### src/rtl/adc_mux_pkg.sv
package adc_mux_pkg;

  localparam int unsigned DATA_W     = 10;
  localparam int unsigned ADDR_W     = 4;
  localparam int unsigned FRAME_CLKS = 10;
  localparam int unsigned IDX_W      = $clog2(FRAME_CLKS + 1);

  typedef enum logic [2:0] {
    ST_IDLE,
    ST_SETUP,
    ST_LOW,
    ST_HIGH,
    ST_EOC_LO,
    ST_EOC_HI
  } host_state_t;

  // address bit placed on the line before clock (idx+1); zero past the field
  function automatic logic addr_bit_at(input logic [ADDR_W-1:0] ch,
                                       input logic [IDX_W-1:0]  idx);
    logic b;
    b = 1'b0;
    for (int i = 0; i < int'(ADDR_W); i++) begin
      if (idx == IDX_W'(i)) b = ch[ADDR_W-1-i];
    end
    return b;
  endfunction

  // MSB-first serial accumulation
  function automatic logic [DATA_W-1:0] shift_in(input logic [DATA_W-1:0] w,
                                                 input logic              b);
    return {w[DATA_W-2:0], b};
  endfunction

endpackage

### src/rtl/adc_tick_timer.sv
module adc_tick_timer #(
  parameter int unsigned CNT_W = 4
) (
  input  logic             clk,
  input  logic             rst_n,
  input  logic             load,
  input  logic [CNT_W-1:0] load_val,
  output logic             tick
);
  logic [CNT_W-1:0] cnt;
  logic             run;

  // tick comes load_val cycles after the load, so the caller acts on the next edge
  assign tick = run && (cnt == '0);

  always_ff @(posedge clk) begin
    if (!rst_n) begin
      cnt <= '0;
      run <= 1'b0;
    end else if (load) begin
      cnt <= load_val - 1'b1;
      run <= 1'b1;
    end else if (tick) begin
      run <= 1'b0;
    end else if (run) begin
      cnt <= cnt - 1'b1;
    end
  end
endmodule

### src/rtl/adc_frame_shifter.sv
module adc_frame_shifter
  import adc_mux_pkg::*;
(
  input  logic              clk,
  input  logic              rst_n,
  input  logic              start,
  input  logic [ADDR_W-1:0] start_chan,
  input  logic              rise,
  input  logic              fall,
  input  logic              sdata,
  output logic              addr_bit,
  output logic [DATA_W-1:0] rx_word,
  output logic [IDX_W-1:0]  bit_idx,
  output logic [ADDR_W-1:0] frame_chan
);
  always_ff @(posedge clk) begin
    if (!rst_n) begin
      bit_idx    <= IDX_W'(FRAME_CLKS);
      frame_chan <= '0;
      rx_word    <= '0;
    end else begin
      if (start) begin
        bit_idx    <= '0;
        frame_chan <= start_chan;
      end else if (fall) begin
        bit_idx <= bit_idx + 1'b1;
      end
      if (rise) rx_word <= shift_in(rx_word, sdata);
    end
  end

  // the index moves only on a falling edge, so the line is steady through each high phase
  assign addr_bit = addr_bit_at(frame_chan, bit_idx);
endmodule

### src/rtl/adc_mux_host.sv
module adc_mux_host
  import adc_mux_pkg::*;
#(
  parameter int unsigned HALF_CNT  = 4,
  parameter int unsigned SETUP_CNT = 8
) (
  input  logic              clk,
  input  logic              rst_n,
  input  logic              req_valid,
  output logic              req_ready,
  input  logic [ADDR_W-1:0] req_chan,
  input  logic              req_framed,
  output logic              res_valid,
  output logic [DATA_W-1:0] res_data,
  output logic [ADDR_W-1:0] res_chan,
  output logic              res_stale,
  output logic              adc_cs_n,
  output logic              adc_clk,
  output logic              adc_addr,
  input  logic              adc_data,
  input  logic              adc_eoc
);
  localparam int unsigned MAX_CNT = (HALF_CNT > SETUP_CNT) ? HALF_CNT : SETUP_CNT;
  localparam int unsigned CNT_W   = $clog2(MAX_CNT + 1);

  host_state_t       state;
  logic              framed_q;
  logic              have_prev;
  logic [ADDR_W-1:0] prev_chan;
  logic [DATA_W-1:0] rx_word;
  logic [IDX_W-1:0]  bit_idx;
  logic [ADDR_W-1:0] frame_chan;
  logic              tick;
  logic              tmr_load;
  logic [CNT_W-1:0]  tmr_val;

  // named events, also watched by the checker
  logic frame_start, rise, fall, last_bit, frame_end;

  assign req_ready   = (state == ST_IDLE);
  assign frame_start = req_ready && req_valid;
  assign rise        = ((state == ST_SETUP) || (state == ST_LOW)) && tick;
  assign fall        = (state == ST_HIGH) && tick;
  assign last_bit    = (bit_idx == IDX_W'(FRAME_CLKS - 1));
  assign frame_end   = fall && last_bit;

  // the setup wait applies only when chip select is about to fall
  assign tmr_load = frame_start || rise || (fall && !last_bit);
  assign tmr_val  = (frame_start && adc_cs_n) ? CNT_W'(SETUP_CNT) : CNT_W'(HALF_CNT);

  adc_tick_timer #(.CNT_W(CNT_W)) i_timer (
    .clk      (clk),
    .rst_n    (rst_n),
    .load     (tmr_load),
    .load_val (tmr_val),
    .tick     (tick)
  );

  adc_frame_shifter i_shift (
    .clk        (clk),
    .rst_n      (rst_n),
    .start      (frame_start),
    .start_chan (req_chan),
    .rise       (rise),
    .fall       (fall),
    .sdata      (adc_data),
    .addr_bit   (adc_addr),
    .rx_word    (rx_word),
    .bit_idx    (bit_idx),
    .frame_chan (frame_chan)
  );

  always_ff @(posedge clk) begin
    if (!rst_n) begin
      state     <= ST_IDLE;
      adc_cs_n  <= 1'b1;
      adc_clk   <= 1'b0;
      framed_q  <= 1'b1;
      have_prev <= 1'b0;
      prev_chan <= '0;
      res_valid <= 1'b0;
      res_data  <= '0;
      res_chan  <= '0;
      res_stale <= 1'b0;
    end else begin
      res_valid <= 1'b0;
      unique case (state)
        ST_IDLE: begin
          if (req_valid) begin
            framed_q <= req_framed;
            adc_cs_n <= 1'b0;
            state    <= adc_cs_n ? ST_SETUP : ST_LOW;
          end
        end
        ST_SETUP, ST_LOW: begin
          if (tick) begin
            adc_clk <= 1'b1;
            state   <= ST_HIGH;
          end
        end
        ST_HIGH: begin
          if (tick) begin
            adc_clk <= 1'b0;
            if (last_bit) begin
              res_valid <= 1'b1;
              res_data  <= rx_word;
              res_chan  <= prev_chan;
              res_stale <= !have_prev;
              prev_chan <= frame_chan;
              have_prev <= 1'b1;
              adc_cs_n  <= framed_q;
              state     <= ST_EOC_LO;
            end else begin
              state <= ST_LOW;
            end
          end
        end
        ST_EOC_LO: if (!adc_eoc) state <= ST_EOC_HI;
        ST_EOC_HI: if (adc_eoc)  state <= ST_IDLE;
        default:   state <= ST_IDLE;
      endcase
    end
  end
endmodule

### config.mk
export PLATFORM = sky130hd
export DESIGN_NAME = adc_mux_host
export DESIGN_NICKNAME = d
export VERILOG_FILES = /design/src/rtl/adc_mux_pkg.sv /design/src/rtl/adc_tick_timer.sv /design/src/rtl/adc_frame_shifter.sv /design/src/rtl/adc_mux_host.sv
export SDC_FILE = /design/constraint.sdc
export NUM_CORES = 1
export LEC_CHECK = 0
export ABC_CLOCK_PERIOD_IN_PS = 2950
export BUFFER_PORTS_ARGS = -buffer_cell sky130_fd_sc_hd__clkbuf_2
export CORE_MARGIN = 2
export CORE_UTILIZATION = 45
export DETAILED_ROUTE_END_ITERATION = 8
export PLACE_DENSITY_LB_ADDON = 0.08
export SETUP_SLACK_MARGIN = 0.02
export SYNTH_ARGS = -nofsm -noshare
export SYNTH_HDL_FRONTEND = slang
export SYNTH_SLANG_ARGS = --single-unit
### constraint.sdc
create_clock -name clk -period 2.95 [get_ports clk]
set_input_delay 0.295 -clock clk [delete_from_list [all_inputs] [get_ports clk]]
set_output_delay 0.295 -clock clk [all_outputs]
set_load 0.1 [all_outputs]
# --- After elaboration in Yosys (flattened, before gate mapping) ---
# Index checks and enable logic that the tools add are counted.
word_totals:
  ff_bits: 50
  inputBits: 10
  output_inout_bits: 20
  elab_cells: 91
op_classes:
  add_sub_neg: 3
  eq_ne: 16
  mux: 27
  bitwise: 1
  reduce_logical: 28
ops:
  columns: ["operator", "n"]
  rows:
  - ["$mux W4", 6]
  - ["$mux W3", 6]
  - ["$pmux W3 S5", 1]
  - ["$ne A2 B2 Y1 const B", 6]
  - ["$mux W1", 11]
  - ["$reduce_bool A2 Y1", 5]
  - ["$reduce_and A3 Y1", 3]
  - ["$eq A4 B2 Y1 const B", 2]
  - ["$logic_not A4 Y1", 2]
  - ["$sub A4 B1 Y4 const B", 2]
  - ["$eq A3 B2 Y1 const B", 2]
  - ["$eq A3 B3 Y1 const B", 2]
  - ["$logic_and A1 B1 Y1", 6]
  - ["$reduce_and A5 Y1", 1]
  - ["$add A4 B1 Y4 const B", 1]
  - ["$eq A4 B1 Y1 const B", 1]
  - ["$eq A4 B4 Y1 const B", 1]
  - ["$pmux W1 S2", 2]
  - ["$reduce_and A2 Y1", 2]
  - ["$reduce_and A4 Y1", 1]
  - ["$reduce_or A2 Y1", 2]
  - ["$eq A3 B1 Y1 const B", 1]
  - ["$logic_not A3 Y1", 1]
  - ["$logic_or A1 B1 Y1", 3]
  - ["other kinds (4)", 5]

# --- Longest topological paths before layout ---
depth:
  ltp_word: 7
  depth_mapped: 11
  depth_no_buf: 11

# --- Modules after synthesis ---
# A second synthesis with hierarchy kept.
unflattened:
  hier_cells: 246
  hier_area_um2: 2334.7
by_module_without_submodules:
  columns: ["mod", "n_inst", "cells_per_inst", "area_each_um2", "seq_area_each_um2"]
  rows:
  - ["adc_mux_host", 1, 141, 1244.9, 540.5]
  - ["adc_frame_shifter", 1, 73, 783.3, 360.3]
  - ["adc_tick_timer", 1, 32, 306.5, 100.1]

# --- Least setup slack after synthesis ---
# No wires, ideal clock.
synth_timing:
  kind: "register to register"
  from: "register state[0]"
  to: "register state[2]"
  setup_ns: 0.118
  arrival_ns: 3.129
  t_required_ns: 2.832
  setup_slack_ns: -0.296
  path_stages_with_launch: 6
  path_buffers: 2
  path_cell_list: "dfxtp_1 clkbuf_1 clkbuf_1 nor3_1 nand2b_1 o2111a_1"
synth_via:
  elab_cells_between_ends: 14
  classes_between: "eq/ne: 10; mux: 1; reduce/logical: 3"
synth_rtl:
  columns: ["element", "line_no", "rtl"]
  rows:
  - ["start, declared", "adc_mux_host.sv:26", "host_state_t state;"]
  - ["start signal, assigned", "adc_mux_host.sv:92", "state <= adc_cs_n ? ST_SETUP : ST_LOW;"]
  - ["$logic_not A3 Y1 *", null, null]
  - ["via req_ready", "adc_mux_host.sv:10", "output logic req_ready,"]
  - ["$ne A2 B2 Y1 (no line)", null, null]
  - ["$reduce_and A5 Y1 (no line)", null, null]
# The timed path passes the listed nets; every way through them passes the cells marked *.
# A chain may end at the register's enable or synchronous reset.

# --- Worst setup path in the final report ---
layout_timing:
  from: "register i_timer.cnt[0]"
  to: "register i_timer.cnt[2]"
layout_via:
  elab_chain_len: 7
  elab_cells_between_ends: 14
  classes_between: "add/sub: 1; eq/ne: 1; mux: 3; reduce/logical: 9"
layout_rtl:
  columns: ["element", "line_no", "rtl"]
  rows:
  - ["start, declared", "adc_tick_timer.sv:10", "logic [CNT_W-1:0] cnt;"]
  - ["start signal, assigned", "adc_tick_timer.sv:21", "cnt <= load_val - 1'b1;"]
  - ["start signal, assigned", "adc_tick_timer.sv:26", "cnt <= cnt - 1'b1;"]
  - ["parallel branches: the longest is 7 deep, another holds $sub A4 B1 Y4", null, null]
# Parallel ways; which one is timed is not known. The select of a mux whose other input is x is not followed.

==> summary.md <==
| Metric | Value |
|---|---|
| Run status | `finished, final reports clean` |
| Cell Area, Synth | `between 2000 and 2500 um^2` |
| Sw frac | `0.4175` |
| Area leader, netlist | `dfxtp_1` |
| Vias in the first global route | `~1600` |
| CTS Buf Count | `5` |
| Slowest CP cell | `or3_1` |
| Clock insertion delay at the later pin of the skew report | `roughly 300 ps` |
| Nets | `~290` |
| Top post-synthesis cells by area | `dfxtp_1, mux2i_1, nand2_1` |
| Critical Path Fanout Max | `9` |
| Pwr Density | `approximately 800 nW/um^2` |
| FF-to-FF setup slack | `approximately 330 ps` |
| Worst min path class | `primary input to register` |
| Net switching power figure | `0.8660 mW` |
| CP max stage delay | `between 400 and 500 ps` |
| Detailed placer's ending HPWL | `roughly 3000 um` |
| Comb pwr share | `0.398` |
| Synth Register Bits | `50` |
| Setup TNS | `0 ps` |
| Die height | `roughly 76 um` |
| Fin. Hold Viols | `0` |
| Fmax | `approximately 380 MHz` |
| RSZ-0062 raised after global routing | `no` |
| Die W | `~76 um` |
| CTS Buffer Depth | `2` |
| Worst Path Required | `roughly 3200 ps` |
| Largest net degree at the start of global routing | `50` |
| Most frequent cells in the layout | `nand2_1, dfxtp_1, mux2i_1` |
| Total number of vias | `1761` |
| Initial Utilization | `0.4578` |
| Clk_skew | `between 4 and 5 ps` |
| # IOs | `30` |
| Synthesis Warnings | `0` |
| CTS tree | `yes` |
| Average size of a mapped cell | `approximately 9.0 um^2` |
| Worst hold slack | `198.8 ps` |
| Critical Path AT | `between 2000 and 3000 ps` |
| Fillers | `around 480` |
| GRT Residual Overflow | `0` |
| Area of the core | `5042 um^2` |
| Final setup viols | `0` |
| Tcrit/Tclk final | `0.8894` |
| Clk pin slew, worst setup/hold paths | `~90 ps` |
| Number of enable flip-flop cells after synthesis | `0` |
| Max Transition Viols Final | `0` |
| Vias/cell | `a little over 5` |
| Worst-Margin Slew | `just under 900 ps` |
| Share of the synthesized area in the top cell type | `0.4336` |
| Syn Nets | `271` |
| Synth Flop Type | `dfxtp_1` |
| Final WL | `between 4000 and 5000 um` |
| Max IR drop VDD | `around 0.00031 V` |
| Crit end category | `register` |
| DRT Pass-1 Iters | `4` |
| Global-route wire length before repair | `around 7600 um` |
| Crit path top cell by count | `nand2_1` |
| Headroom to the max-slew limit | `0.4135` |
| Number of buffers inserted by hold repair at cts | `0` |
| Layout Cell Area excl Fill | `around 2600 um^2` |
| Initial antenna violation count | `0` |
| Area grow syn2layout | `11.92%` |
| Post-DP Area | `about 2500 um^2` |
| Post-Syn Instances | `approximately 260` |
| CTS resizes | `0` |
| Clk sink count | `50` |
| CP startpoint | `i_timer.cnt[0]$_SDFFE_PN0P_` |
| Setup CP Type | `register to register` |
| Distinct cells, synth | `43` |
| Post-CTS setup buffer count | `0` |
| Int Pwr | `1.208 mW` |
| Aggregate global-route resource usage | `0.1731` |
| Seq pwr share | `0.410` |
| Clock share of power | `0.192` |
| Antenna Violating Nets Remaining | `0` |
| Ys async rst share | `0` |
| Post-route DRC violation count | `0` |
| CP startpoint kind | `register` |
| Placed Cells | `around 340` |
| Cell Chain, Critical Path | `or3_1 -> nor2_1 -> o221ai_1 -> nand2_1 -> ha_1 -> nand2_1 -> or3b_2 -> a22oi_1 -> o21a_1` |
| Root Buffer | `clkbuf_8` |
| DR iter-0 viols | `approximately 110` |
| Antenna cells | `0` |
| PortBufs | `29` |
| Leak | `about 1.0 nW` |
| Cell Rows | `26` |
| Die area | `5719 um^2` |
| Tot Pwr | `2.074 mW` |
| Tmin final | `between 2000 and 3000 ps` |
| Worst R2R Path Depth | `9` |
| GPL Wtd Cong | `0.8197` |
| Seq/Total Area, Yosys | `0.4336` |
| Share of post-route cells with drive strength above 1 | `0.1750` |
| Routed WL per cell | `12.61 um` |
| Worst reg2reg path startpoint | `i_timer.cnt[0]$_SDFFE_PN0P_` |
| Maxcap violations | `0` |
| Critical Path End | `i_timer.cnt[2]$_SDFFE_PN0P_` |
| H-Tree Depth | `2` |
| Final Non-Filler Cells | `350` |
| Most common library cell in the layout ignoring fill and taps | `nand2_1` |
| R2R Path End | `i_timer.cnt[2]$_SDFFE_PN0P_` |
## flip-flops by register name, summed over array words and instances, names as in the netlist
signal	count
i_shift.rx_word	10
res_data	10
i_shift.bit_idx	4
i_shift.frame_chan	4
i_timer.cnt	4
prev_chan	4
res_chan	4
state	3
adc_clk	1
adc_cs_n	1
framed_q	1
have_prev	1
i_timer.run	1
res_stale	1
res_valid	1
## cell usage after synthesis, types with 2 or more instances
cell	count
a22oi_1	2
dfxtp_1	50
nor3_1	4
o21ai_0	5
nand2_1	52
xnor2_1	4
xor2_1	2
nor4_1	4
or3_1	2
nor2_1	8
ha_1	5
nand3_1	4
inv_1	8
a21boi_0	5
o31ai_1	2
o211ai_1	3
clkbuf_1	14
a21oi_1	8
nand2b_1	6
mux2i_1	32
o21a_1	2
buf_6	3
nor2b_1	11
## power by group through the flow
stage / Combinational [mW] / Clock, mW / Sequential [mW]
floorplan: 0.662 / 0 / 0.865
CTS: 0.825 / 0.413 / 0.848
global route: 0.915 / 0.431 / 0.863
detailed placement: 0.823 / 0 / 0.862
finish: 0.827 / 0.398 / 0.850
global placement: 0.822 / 0 / 0.861
## cells by family (layout without fill, tap and decap cells)
| logic type | count (synthesis) | after routing | share of synthesized area |
|---|---|---|---|
| xor gates and xnor gates | 6 | 6 | 0.02276 |
| AOI/OAI and AO/OA | 35 | 35 | 0.1035 |
| adders and majority gates | 5 | 5 | 0.02710 |
| DFF | 50 | 50 | 0.4336 |
| and+or+nand+nor | 102 | 102 | 0.2217 |
| muxes | 32 | 32 | 0.1388 |
| buffers and inverters | 26 | 50 | 0.05257 |
## layer usage
metal  global-route usage  share of wire
met1               0.2365           0.51
met2               0.2628           0.44
met3              0.04630          0.034
met4              0.06433          0.015
met5                    0              0
## cell type report
class                   instances  area, um^2  share of cell area
repair buffers                 34       182.7             0.07070
clock inverters                 2       13.76            0.005327
well taps                      70       87.58             0.03390
clock buffers                   6       72.57             0.02809
flip-flops and latches         50        1001              0.3874
multi-input cells             180        1196              0.4630
inverters                       8       30.03             0.01162
## worst max-delay path, delay by kind of cell, from the launching register on
| kind | cells | cell delay [ps] |
|---|---|---|
| DFF | 1 | 360 |
| and+or+nand+nor | 5 | 1450 |
| adders and majority gates | 1 | 210 |
| AOI/OAI and AO/OA | 3 | 550 |
## worst min path at each step
stage / startpoint / end / cells past startpoint
after floorplan: req_framed / framed_q$_SDFFE_PN1N_ / 2
final: req_framed / framed_q$_SDFFE_PN1N_ / 3
after detailed placement: res_data[4]$_SDFFE_PN0P_ / res_data[4]$_SDFFE_PN0P_ / 2
after global routing: req_framed / framed_q$_SDFFE_PN1N_ / 3
after global placement: have_prev$_SDFFE_PN0P_ / have_prev$_SDFFE_PN0P_ / 1
after CTS: req_framed / framed_q$_SDFFE_PN1N_ / 3
## per-stage QoR
stage / util / worst slack [ps]
3_5_place_dp: 0.4953 / 360.0
2_1_floorplan: - / 631.7
6_report: 0.5124 / 326.3
3_3_place_gp: 0.4953 / 450.0
4_1_cts: 0.5124 / 335.6
5_1_grt: 0.5124 / 88.86
Note: power is estimated with default switching activity, not from simulation.
